## src/rtl/mesi_pkg.sv

```systemverilog
package mesi_pkg;

    typedef enum logic [1:0] {
        LN_INV = 2'd0,
        LN_SHR = 2'd1,
        LN_EXC = 2'd2,
        LN_MOD = 2'd3
    } line_st_e;

    typedef enum logic [1:0] {
        OP_RD    = 2'd0,
        OP_WR    = 2'd1,
        OP_CLEAN = 2'd2,
        OP_DROP  = 2'd3
    } cpu_op_e;

    typedef enum logic [1:0] {
        BC_READ  = 2'd0,
        BC_RDOWN = 2'd1,
        BC_UPGR  = 2'd2,
        BC_WBACK = 2'd3
    } bus_cmd_e;

    typedef enum logic {
        SN_READ = 1'b0,
        SN_KILL = 1'b1
    } snp_cmd_e;

    typedef enum logic [1:0] {
        RQ_IDLE = 2'd0,
        RQ_ARB  = 2'd1,
        RQ_XFER = 2'd2
    } rq_st_e;

    typedef struct packed {
        logic     need;
        bus_cmd_e cmd;
        line_st_e local_nxt;
    } access_plan_t;

    // Decide whether a processor operation needs the bus, and which state it leaves locally.
    function automatic access_plan_t plan_access(line_st_e st, cpu_op_e op);
        access_plan_t p;
        p.need      = 1'b0;
        p.cmd       = BC_READ;
        p.local_nxt = st;
        case (op)
            OP_RD: begin
                if (st == LN_INV) begin
                    p.need = 1'b1;
                    p.cmd  = BC_READ;
                end
            end
            OP_WR: begin
                if (st == LN_INV) begin
                    p.need = 1'b1;
                    p.cmd  = BC_RDOWN;
                end else if (st == LN_SHR) begin
                    p.need = 1'b1;
                    p.cmd  = BC_UPGR;
                end else begin
                    p.local_nxt = LN_MOD;
                end
            end
            OP_CLEAN: begin
                if (st == LN_MOD) begin
                    p.need = 1'b1;
                    p.cmd  = BC_WBACK;
                end
            end
            OP_DROP: begin
                if (st == LN_MOD) begin
                    p.need = 1'b1;
                    p.cmd  = BC_WBACK;
                end else begin
                    p.local_nxt = LN_INV;
                end
            end
            default: ;
        endcase
        return p;
    endfunction

    // State left behind once a bus transaction of this cache finishes.
    function automatic line_st_e fill_result(bus_cmd_e c, cpu_op_e op, logic others);
        line_st_e r;
        case (c)
            BC_READ:  r = others ? LN_SHR : LN_EXC;
            BC_RDOWN: r = LN_MOD;
            BC_UPGR:  r = LN_MOD;
            BC_WBACK: r = (op == OP_DROP) ? LN_INV : LN_EXC;
            default:  r = LN_INV;
        endcase
        return r;
    endfunction

    // State left behind after observing another cache's transaction.
    function automatic line_st_e snoop_result(line_st_e st, snp_cmd_e k);
        line_st_e r;
        if (k == SN_KILL) begin
            r = LN_INV;
        end else if (st == LN_MOD || st == LN_EXC) begin
            r = LN_SHR;
        end else begin
            r = st;
        end
        return r;
    endfunction

endpackage

```

## src/rtl/mesi_state_array.sv

```systemverilog
module mesi_state_array
    import mesi_pkg::*;
#(
    parameter int NUM_LINES = 4,
    localparam int IDX_W = $clog2(NUM_LINES)
) (
    input  logic             clk,
    input  logic             rst_n,
    input  logic             snp_en,
    input  logic [IDX_W-1:0] snp_at,
    input  line_st_e         snp_val,
    input  logic             own_en,
    input  logic [IDX_W-1:0] own_at,
    input  line_st_e         own_val,
    output line_st_e         line_q [NUM_LINES]
);

    for (genvar g = 0; g < NUM_LINES; g++) begin : g_line
        // Own-side updates win; the handshake rules keep both ports off one line in one cycle.
        always_ff @(posedge clk) begin
            if (!rst_n) begin
                line_q[g] <= LN_INV;
            end else if (own_en && own_at == IDX_W'(g)) begin
                line_q[g] <= own_val;
            end else if (snp_en && snp_at == IDX_W'(g)) begin
                line_q[g] <= snp_val;
            end
        end

        p_no_promote_r11: assert property (@(posedge clk) disable iff (!rst_n)
            ($past(line_q[g]) == LN_SHR) |-> (line_q[g] != LN_EXC))
            else $error("shared line promoted to exclusive");
    end

endmodule

```

## src/rtl/mesi_snoop_unit.sv

```systemverilog
module mesi_snoop_unit
    import mesi_pkg::*;
(
    input  logic     snp_valid,
    input  snp_cmd_e snp_kind,
    input  line_st_e cur_st,
    output logic     held,
    output logic     flush,
    output logic     upd_en,
    output line_st_e upd_val
);

    always_comb begin
        held    = snp_valid && (cur_st != LN_INV);
        flush   = snp_valid && (cur_st == LN_MOD);
        upd_en  = snp_valid;
        upd_val = snoop_result(cur_st, snp_kind);
    end

endmodule

```

## src/rtl/mesi_req_fsm.sv

```systemverilog
module mesi_req_fsm
    import mesi_pkg::*;
(
    input  logic     clk,
    input  logic     rst_n,
    input  logic     cpu_valid,
    input  cpu_op_e  op,
    input  line_st_e cur_st,
    input  logic     conflict,
    input  logic     bus_gnt,
    input  logic     bus_done,
    input  logic     bus_shared_in,
    output logic     cpu_ready,
    output logic     cpu_hit,
    output logic     bus_req,
    output bus_cmd_e bus_cmd,
    output logic     upd_en,
    output line_st_e upd_val
);

    rq_st_e       state_q, state_d;
    bus_cmd_e     cmd_q;
    access_plan_t acc;

    // State register and the command latched at grant.
    always_ff @(posedge clk) begin
        if (!rst_n) begin
            state_q <= RQ_IDLE;
            cmd_q   <= BC_READ;
        end else begin
            state_q <= state_d;
            if (state_q == RQ_ARB && state_d == RQ_XFER) begin
                cmd_q <= acc.cmd;
            end
        end
    end

    // Next state and outputs.
    always_comb begin
        acc       = plan_access(cur_st, op);
        state_d   = state_q;
        cpu_ready = 1'b0;
        cpu_hit   = 1'b0;
        bus_req   = 1'b0;
        bus_cmd   = acc.cmd;
        upd_en    = 1'b0;
        upd_val   = acc.local_nxt;
        unique case (state_q)
            RQ_IDLE: begin
                if (cpu_valid && !conflict) begin
                    if (!acc.need) begin
                        cpu_ready = 1'b1;
                        cpu_hit   = 1'b1;
                        upd_en    = 1'b1;
                    end else begin
                        state_d = RQ_ARB;
                    end
                end
            end
            RQ_ARB: begin
                if (acc.need) begin
                    bus_req = 1'b1;
                    if (bus_gnt) begin
                        state_d = RQ_XFER;
                    end
                end else if (!conflict) begin
                    cpu_ready = 1'b1;
                    upd_en    = 1'b1;
                    state_d   = RQ_IDLE;
                end
            end
            RQ_XFER: begin
                bus_req = 1'b1;
                bus_cmd = cmd_q;
                if (bus_done) begin
                    cpu_ready = 1'b1;
                    upd_en    = 1'b1;
                    upd_val   = fill_result(cmd_q, op, bus_shared_in);
                    state_d   = RQ_IDLE;
                end
            end
            default: state_d = RQ_IDLE;
        endcase
    end

    p_req_held_r13: assert property (@(posedge clk) disable iff (!rst_n)
        (state_q == RQ_XFER && !bus_done) |=> bus_req)
        else $error("bus request dropped during transfer");

    p_cmd_stable_r13: assert property (@(posedge clk) disable iff (!rst_n)
        (state_q == RQ_XFER && $past(state_q) == RQ_XFER) |-> $stable(bus_cmd))
        else $error("bus command changed during transfer");

    p_hit_no_bus_r2: assert property (@(posedge clk) disable iff (!rst_n)
        cpu_hit |-> (cpu_ready && !bus_req))
        else $error("hit reported with bus activity");

    p_ready_has_req_r12: assert property (@(posedge clk) disable iff (!rst_n)
        cpu_ready |-> cpu_valid)
        else $error("ready without a request");

endmodule

```

## src/rtl/mesi_line_ctrl.sv

```systemverilog
module mesi_line_ctrl
    import mesi_pkg::*;
#(
    parameter int NUM_LINES = 4,
    localparam int IDX_W = $clog2(NUM_LINES)
) (
    input  logic             clk,
    input  logic             rst_n,
    input  logic             cpu_valid,
    input  logic [1:0]       cpu_op,
    input  logic [IDX_W-1:0] cpu_idx,
    output logic             cpu_ready,
    output logic             cpu_hit,
    output logic             bus_req,
    output logic [1:0]       bus_cmd,
    input  logic             bus_gnt,
    input  logic             bus_done,
    input  logic             bus_shared_in,
    input  logic             snp_valid,
    input  logic             snp_cmd,
    input  logic [IDX_W-1:0] snp_idx,
    output logic             snp_shared,
    output logic             snp_flush
);

    line_st_e line_q [NUM_LINES];
    line_st_e own_st, snp_st;
    line_st_e own_val, snp_val;
    logic     own_en, snp_en, conflict;
    bus_cmd_e cmd_w;

    assign own_st   = line_q[cpu_idx];
    assign snp_st   = line_q[snp_idx];
    assign conflict = snp_valid && (snp_idx == cpu_idx);
    assign bus_cmd  = cmd_w;

    mesi_state_array #(.NUM_LINES(NUM_LINES)) u_array (
        .clk     (clk),
        .rst_n   (rst_n),
        .snp_en  (snp_en),
        .snp_at  (snp_idx),
        .snp_val (snp_val),
        .own_en  (own_en),
        .own_at  (cpu_idx),
        .own_val (own_val),
        .line_q  (line_q)
    );

    mesi_snoop_unit u_snoop (
        .snp_valid (snp_valid),
        .snp_kind  (snp_cmd_e'(snp_cmd)),
        .cur_st    (snp_st),
        .held      (snp_shared),
        .flush     (snp_flush),
        .upd_en    (snp_en),
        .upd_val   (snp_val)
    );

    mesi_req_fsm u_fsm (
        .clk           (clk),
        .rst_n         (rst_n),
        .cpu_valid     (cpu_valid),
        .op            (cpu_op_e'(cpu_op)),
        .cur_st        (own_st),
        .conflict      (conflict),
        .bus_gnt       (bus_gnt),
        .bus_done      (bus_done),
        .bus_shared_in (bus_shared_in),
        .cpu_ready     (cpu_ready),
        .cpu_hit       (cpu_hit),
        .bus_req       (bus_req),
        .bus_cmd       (cmd_w),
        .upd_en        (own_en),
        .upd_val       (own_val)
    );

    p_write_mod_r4: assert property (@(posedge clk) disable iff (!rst_n)
        (cpu_valid && cpu_ready && cpu_op == 2'd1) |=> (line_q[$past(cpu_idx)] == LN_MOD))
        else $error("completed write did not leave line modified");

    p_read_valid_r3: assert property (@(posedge clk) disable iff (!rst_n)
        (cpu_valid && cpu_ready && cpu_op == 2'd0) |=> (line_q[$past(cpu_idx)] != LN_INV))
        else $error("completed read left line invalid");

    p_clean_exc_r9: assert property (@(posedge clk) disable iff (!rst_n)
        (cpu_ready && bus_done && bus_req && cpu_op == 2'd2) |=> (line_q[$past(cpu_idx)] == LN_EXC))
        else $error("write-back by clean did not leave line exclusive");

    p_flush_held_r8: assert property (@(posedge clk) disable iff (!rst_n)
        snp_flush |-> snp_shared)
        else $error("flush without holding the line");

    p_kill_inv_r7: assert property (@(posedge clk) disable iff (!rst_n)
        (snp_valid && snp_cmd && !(cpu_ready && cpu_idx == snp_idx)) |=> (line_q[$past(snp_idx)] == LN_INV))
        else $error("snooped invalidate left line valid");

endmodule

```

## config.mk

```make
export PLATFORM = sky130hd
export DESIGN_NAME = mesi_line_ctrl
export DESIGN_NICKNAME = d
export VERILOG_FILES = /design/src/rtl/mesi_pkg.sv /design/src/rtl/mesi_state_array.sv /design/src/rtl/mesi_snoop_unit.sv /design/src/rtl/mesi_req_fsm.sv /design/src/rtl/mesi_line_ctrl.sv
export SDC_FILE = /design/constraint.sdc
export NUM_CORES = 1
export LEC_CHECK = 0
export BUFFER_PORTS_ARGS = -buffer_cell sky130_fd_sc_hd__buf_2
export CORE_ASPECT_RATIO = 0.9
export CORE_MARGIN = 2
export CORE_UTILIZATION = 49
export CTS_CLUSTER_DIAMETER = 50
export CTS_CLUSTER_SIZE = 12
export DETAILED_ROUTE_END_ITERATION = 12
export PLACE_DENSITY_LB_ADDON = 0.15
export SETUP_SLACK_MARGIN = 0.1
export SLEW_MARGIN = 20
export SYNTH_ARGS = -nofsm -noshare
export SYNTH_HDL_FRONTEND = slang
export SYNTH_SLANG_ARGS = --single-unit
```

## constraint.sdc

```tcl
create_clock -name clk -period 3.7 [get_ports clk]
set_clock_uncertainty 0.15 [all_clocks]
set_input_delay 1.11 -clock clk [delete_from_list [all_inputs] [get_ports clk]]
set_output_delay 1.11 -clock clk [all_outputs]
set_load 0.1 [all_outputs]
```

== Word-level counts from Yosys, hierarchy flattened ==
Index checks and enable logic that the tools add are counted.
W data, S select, Z words.
Storage, ports and cells
  output and inout bits: 7
  bits of input ports: 14
  register bits: 12
Operators by class
  magnitude comparators: 2
  equal/unequal tests: 20
  reduce and logical (&&, ||, !) cells: 28
  mux-type cells: 47
  bitwise operators: 2
Operators with widths (number)
  $mux W2: 28
  $eq A2 B2 Y1 const B: 13
  $logic_and A1 B1 Y1: 13
  $eq A2 B1 Y1 const B: 6
  $logic_not A2 Y1: 6
  $mux W3: 4
  $pmux W2 S3: 2
  $reduce_bool A2 Y1: 5
  $pmux W3 S3: 1
  $bmux W2 S2: 2
  $mux W1: 7
  $ge A3 B3 Y1 const B: 2
  $not A2 Y3: 2
  $pmux W2 S2: 1
  $reduce_or A2 Y1: 2
  $pmux W1 S3: 1
  $eq A2 B2 Y1: 1
  $pmux W1 S2: 1
  $logic_not A1 Y1: 1
  $logic_or A1 B1 Y1: 1

== Longest topological paths before layout ==
  word-level depth: 13
  mapped depth: 9
  gate-level depth less buffers: 8

== By module ==
Synthesis repeated with hierarchy kept, for this count alone.
Second synthesis, totals
  cells, all modules: 127
  area, all modules: 1076.0 um^2
By module, submodules not included
  mesi_req_fsm: area an instance 526.8 um^2, times used 1, cells each 74
  mesi_state_array: area an instance 377.9 um^2, times used 1, cells each 40
  mesi_line_ctrl: area an instance 128.9 um^2, times used 1, cells each 7
  mesi_snoop_unit: area an instance 42.5 um^2, times used 1, cells each 6

== Least setup slack after synthesis ==
OpenSTA, ideal clock, no wires.
  kind: input-to-output
  from: input cpu_idx[0]
  to: output cpu_hit
  arrival time: 4.410 ns
  slack: -1.970 ns
  buffers on the path: 1
  cell stages on the path: 5
  cells stage by stage: buf_6 mux4_2 and3_4 or2_2 nor3_1
On the way
  cells in the longest elaborated chain, start to end: 11
  elaborated cells on any way between the ends: 19
  those cells by class: eq/ne (3); mux (11); bitwise (1); reduce/logical (4)
RTL lines
  from (decl): line mesi_line_ctrl.sv:11  | input logic [IDX_W-1:0] cpu_idx,
  $not A2 Y3 (not written as such): line mesi_line_ctrl.sv:32  | assign own_st = line_q[cpu_idx];
  $bmux W2 S2: line mesi_line_ctrl.sv:32
  $mux W2 (not written as such) (2 in a row): line mesi_line_ctrl.sv:32
  $eq A2 B1 Y1: line mesi_pkg.sv:58  | end else if (st == LN_SHR) begin
  $mux W3: line mesi_pkg.sv:58
  $mux W3: line mesi_pkg.sv:55  | if (st == LN_INV) begin
  $pmux W3 S3: line mesi_pkg.sv:47  | case (op)
  $mux W1: line mesi_req_fsm.sv:51  | if (!acc.need) begin
  $mux W1 (*): line mesi_req_fsm.sv:50  | if (cpu_valid && !conflict) begin
  $mux W1 (*): line mesi_req_fsm.sv:48  | unique case (state_q)
  to (decl): line mesi_line_ctrl.sv:13  | output logic cpu_hit,
Every way passes the cells marked *; elsewhere a longest branch is shown, timed or not. The select of a mux whose other input is x is not followed.

== Final worst setup path ==
  from: input cpu_idx[0]
  to: output bus_cmd[0]
On the way
  cells in the longest elaborated chain, start to end: 8
  elaborated cells on any way between the ends: 10
  those cells by class: eq/ne (1); mux (7); bitwise (1); reduce/logical (1)
RTL lines
  $not A2 Y3 (not written as such) (*): line mesi_line_ctrl.sv:32
  $bmux W2 S2 (*): line mesi_line_ctrl.sv:32
  $mux W2 (not written as such) (*) (2 in a row): line mesi_line_ctrl.sv:32
  $eq A2 B2 Y1 or $logic_not A2 Y1 (tied branches): line mesi_pkg.sv:66, mesi_pkg.sv:72, mesi_pkg.sv:55
  $mux W3, on equally long branches: line mesi_pkg.sv:66, mesi_pkg.sv:72, mesi_pkg.sv:55
  $pmux W3 S3 (*): line mesi_pkg.sv:47
  $mux W2 (*): line mesi_req_fsm.sv:48
  to (decl): line mesi_line_ctrl.sv:15  | output logic [1:0] bus_cmd,
Marks and branches as above.

==> implementation parameters <==
Parameter                              Value

Min path
  Class of the tightest hold or removal check ... reg2reg
  Worst Hold Path Cells ... 2
  Worst min-delay path startpoint ... u_fsm.cmd_q[0]$_SDFFE_PN0P_

GRT
  Global Route Usage Sum ... 24.8%
  Antenna violations before repair ... 0
  Vias in the first global route ... around 1.1k
  Total grt overflow ... 0
  Maximum number of pins on one net before global-route repair ... 17
  First-pass GRT wire length ... roughly 4900 µm

Power and ir drop
  Part of the power in registers ... 39.5%
  Maximum vdd drop ... 0.000193 V
  Psw ... 0.000112 W
  Switching part of the total power ... 33.5%
  Reported leakage power ... 0.689 nW
  Power per cell area ... 212 nW/µm²
  Internal power contribution ... 0.000223 W
  Relative contribution of the clock network to total power ... 23.6%
  Part of the power in combinational logic ... 37.0%

Final layout
  Nets@finish ... 190
  Share of cells above drive strength 1 ... 41.7%
  Area of all placed cells without fillers ... 1580 µm²
  Layout Area Growth over Synthesis ... 39.6%
  # diodes ... 0

Setup path
  Worst setup startpoint ... cpu_idx[0]
  Worst-path maximum fanout ... 4
  Endpoint kind of the worst setup timing path ... primary output
  Worst R2R Path Depth ... 13
  Required time worst endpoint ... 2.44 ns
  Standard cell with the maximum stage delay on the critical path ... sky130_fd_sc_hd__mux4_2
  CP cell instances ... buf_8 -> mux4_2 -> or3_4 -> o21bai_4 -> nor2_2 -> a21oi_4 -> buf_12
  Critical path class ... in2out
  Highest cell delay on the worst timing path ... 0.56 ns
  Worst Setup Start Kind ... primary input
  Depth of the critical timing path with buffers and inverters included ... 7
  Data arrival time at the worst-slack endpoint ... 2.70 ns
  Number of buffer and inverter stages on the critical path ... 2
  Worst reg2reg path startpoint ... u_array.line_q[2]$_SDFFE_PN0P_
  Cell family with most CP delay ... multiplexers

Placement
  Detailed placer's ending HPWL ... 2260 µm
  Dpl cell area ... 1430 µm²
  Final RePlAce weighted congestion ... about 0.86
  Number of port buffers ... 20

CTS
  TritonCTS clock tree ... done
  Clock sink total ... 12
  Insertion delay to the later sink of the worst-skew pair ... 0.27 ns
  Num CTS Buffers ... 3
  Clk pin slew, worst setup/hold paths ... 0.08 ns
  Clock tree root driver cell ... sky130_fd_sc_hd__clkbuf_4
  Maximum root-to-sink buffer count ... 2
  Number of H-tree levels ... 1

STA
  Count of endpoints failing setup in the final report ... 5
  Final number of max-transition violations ... 0
  Post-layout min period ... 3.96 ns
  Slew of the pin with the lowest slew margin ... 0.494 ns
  Final worst-path setup slack ... -0.261 ns
  Final hold violation count ... 0
  Share of the clock period used by the worst path after layout ... 107%
  Worst-case headroom to the max-slew limit ... approximately 67%
  FMAX ... about 250 MHz
  Total negative setup slack ... -1.10 ns
  Unrepaired setup endpoints after global routing ... yes

Floorplanning
  Initial Utilization ... roughly 52%
  Core Footprint ... roughly 2200 µm²
  Die width ... 54.6 µm
  Std-Cell Rows ... 16
  I/O pin total ... 21
  Total Die Area ... around 2700 µm²
  Die outline height ... 49.6 µm

Yosys
  Average cell area after synthesis ... 8.49 µm²
  #FFs+latches synth ... 12
  Synthesized netlist cell count ... 133
  Count of different cell masters after synthesis ... 40
  Post-Syn Nets ... 153
  Mapped cell area ... 1130 µm²
  Sequential fraction of the synthesis area ... a little over a fifth
  Total number of yosys warnings ... 0

Route
  Antenna Nets Post-Route ... 0
  Via-per-instance ratio ... 5.85
  DRT Pass-1 Iters ... 4
  Number of vias after detailed routing ... 1140
  Total detailed-routing wirelength ... 2890 µm
  Detailed-route DRC error count ... 0
  Detailed-route wire length per cell ... roughly 15 µm
  Number of DRC markers after the initial detailed-route iteration ... 17

Job
  Max-cap violation count ... 0

Run status
  Result of the run ... complete, but fails checks
  Violations in the final reports ... setup timing
## placed cells by master, fill, tap and decap left out, types with 2 or more instances in the layout
| master | Yosys | routed |
|---|---|---|
| sky130_fd_sc_hd__buf_4 | 0 | 18 |
| sky130_fd_sc_hd__nand2_1 | 17 | 15 |
| sky130_fd_sc_hd__buf_2 | 0 | 13 |
| sky130_fd_sc_hd__dfxtp_1 | 12 | 12 |
| sky130_fd_sc_hd__mux2i_1 | 9 | 9 |
| sky130_fd_sc_hd__and3_1 | 8 | 7 |
| sky130_fd_sc_hd__a21oi_1 | 9 | 7 |
| sky130_fd_sc_hd__nor2_1 | 8 | 7 |
| sky130_fd_sc_hd__inv_1 | 8 | 6 |
| sky130_fd_sc_hd__ha_1 | 6 | 6 |
| sky130_fd_sc_hd__buf_12 | 0 | 5 |
| sky130_fd_sc_hd__mux4_2 | 4 | 4 |
| sky130_fd_sc_hd__nor2b_1 | 5 | 4 |
| sky130_fd_sc_hd__mux2_1 | 4 | 4 |
| sky130_fd_sc_hd__clkbuf_4 | 0 | 4 |
| sky130_fd_sc_hd__a32oi_1 | 3 | 3 |
| sky130_fd_sc_hd__nand3_1 | 3 | 3 |
| sky130_fd_sc_hd__a21oi_4 | 0 | 2 |
| sky130_fd_sc_hd__xnor2_1 | 2 | 2 |
| sky130_fd_sc_hd__o21ai_4 | 1 | 2 |
| sky130_fd_sc_hd__nand2_2 | 0 | 2 |
## cells in the mapped netlist
cell type                    n  area share (%)
sky130_fd_sc_hd__ha_1        6             6.6
sky130_fd_sc_hd__o21bai_1    1            0.66
sky130_fd_sc_hd__nor2b_1     5             2.8
sky130_fd_sc_hd__xnor2_1     2             1.6
sky130_fd_sc_hd__nor3_2      1            0.89
sky130_fd_sc_hd__or3b_2      1            0.78
sky130_fd_sc_hd__o31ai_1     1            0.66
sky130_fd_sc_hd__mux4_2      4             8.0
sky130_fd_sc_hd__nor2_1      8             2.7
sky130_fd_sc_hd__a21o_1      1            0.66
sky130_fd_sc_hd__or3_1       1            0.55
sky130_fd_sc_hd__clkbuf_1    6             2.0
sky130_fd_sc_hd__dfxtp_1    12              21
sky130_fd_sc_hd__a21oi_1     9             4.0
sky130_fd_sc_hd__nor3b_4     1             1.7
sky130_fd_sc_hd__mux2i_1     9             8.0
sky130_fd_sc_hd__nand3_1     3             1.3
sky130_fd_sc_hd__a31oi_1     1            0.55
sky130_fd_sc_hd__mux2_1      4             4.0
sky130_fd_sc_hd__nor3b_2     1             1.1
sky130_fd_sc_hd__o21ai_4     1             1.4
sky130_fd_sc_hd__o2111ai_1   1            0.78
sky130_fd_sc_hd__nor3b_1     1            0.66
sky130_fd_sc_hd__or2_2       2             1.1
sky130_fd_sc_hd__a211oi_2    1             1.1
sky130_fd_sc_hd__nand2_1    17             5.6
sky130_fd_sc_hd__or4b_2      1            0.89
sky130_fd_sc_hd__and2_1      1            0.55
sky130_fd_sc_hd__o311ai_0    1            0.78
sky130_fd_sc_hd__o21a_1      1            0.66
sky130_fd_sc_hd__inv_1       8             2.7
sky130_fd_sc_hd__and3_4      1             1.0
sky130_fd_sc_hd__a32oi_1     3             2.3
sky130_fd_sc_hd__buf_6       1             1.0
sky130_fd_sc_hd__nor4_4      1             1.9
sky130_fd_sc_hd__nor3_1      2            0.89
sky130_fd_sc_hd__and3_1      8             4.4
sky130_fd_sc_hd__o21ai_0     3             1.3
sky130_fd_sc_hd__a211oi_1    1            0.66
sky130_fd_sc_hd__o22ai_1     1            0.55
## flip-flops by register name, summed over array words and instances, names as in the netlist
signal          cells
u_array.line_q      8
u_fsm.state_q       2
u_fsm.cmd_q         2
## final cells by class
cell class / count / area, µm²
timing repair buffer: 39 / 334
clock buffer: 3 / 22.5
tap: 27 / 33.8
multi-input combinational: 106 / 913
sequential: 12 / 240
inverter: 8 / 33.8
fill: 175 / 604
## power by group through the flow
stage	combinational, W	sequential [W]	clock [W]
3_3_place_gp	0.000109	0.000135	0
3_5_place_dp	0.000111	0.000135	0
6_report	0.000124	0.000132	0.0000789
4_1_cts	0.000122	0.000132	0.0000823
2_1_floorplan	0.0000767	0.000135	0
5_1_grt	0.000132	0.000132	0.0000888
## metal layers
layer | global-route usage (%) | up-vias | wire length (µm)
met5 | 0 | - | 0
met3 | 5.45 | 6 | 111
met4 | 6.67 | 0 | 49
met2 | 40.9 | 32 | 1420
met1 | 31.8 | 552 | 1310
li1 | - | 550 | -
## worst register-to-register path: stages, from the launching register on
cell and delay, ns:
sky130_fd_sc_hd__dfxtp_1 0.34, sky130_fd_sc_hd__mux4_2 0.53, sky130_fd_sc_hd__and3_4 0.23, sky130_fd_sc_hd__buf_4 0.13, sky130_fd_sc_hd__o21bai_4 0.17, sky130_fd_sc_hd__buf_4 0.13
sky130_fd_sc_hd__buf_4 0.12, sky130_fd_sc_hd__buf_4 0.12, sky130_fd_sc_hd__buf_4 0.12, sky130_fd_sc_hd__buf_4 0.12, sky130_fd_sc_hd__buf_4 0.12, sky130_fd_sc_hd__buf_4 0.12
sky130_fd_sc_hd__nand2_1 0.05, sky130_fd_sc_hd__mux2i_1 0.06
## path summary, 6_finish.rpt
check / slack (ns) / end
max: -0.26 / bus_cmd[0]
min: 0.35 / u_fsm.cmd_q[0]$_SDFFE_PN0P_
max reg2reg: 1.08 / u_fsm.cmd_q[0]$_SDFFE_PN0P_
min reg2reg: 0.35 / u_fsm.cmd_q[0]$_SDFFE_PN0P_
## metrics by stage
stage / utilization (%) / total power, W / setup WS, ns / hold WS [ns] / cells
CTS: 71.3 / 0.000336 / -0.261 / 0.349 / 195
global route: 72.3 / 0.000353 / -0.313 / 0.389 / 195
finish: 72.3 / 0.000335 / -0.261 / 0.354 / 195
global placement: 65.5 / 0.000244 / -0.317 / 0.320 / 183
floorplan: - / 0.000211 / -0.584 / 0.305 / 133
detailed placement: 65.5 / 0.000246 / -0.355 / 0.332 / 183
## cell families after synthesis
group           Yosys count  synth area share [%]
simple gates             55                  28.8
compound gates           26                  16.2
mux                      17                  19.9
buf+inv                  15                  5.65
flops                    12                  21.3
fa+ha+maj                 6                  6.64
xor+xnor                  2                  1.55
## what timing repair did
item	4_1_cts	5_1_grt
resized for setup	10	5
buffers inserted	9	0
setup endpoints to repair	6	6
cloned	0	0
pin swaps	9	2
hold buffers	0	0
Power figures use the tool's default switching activity.
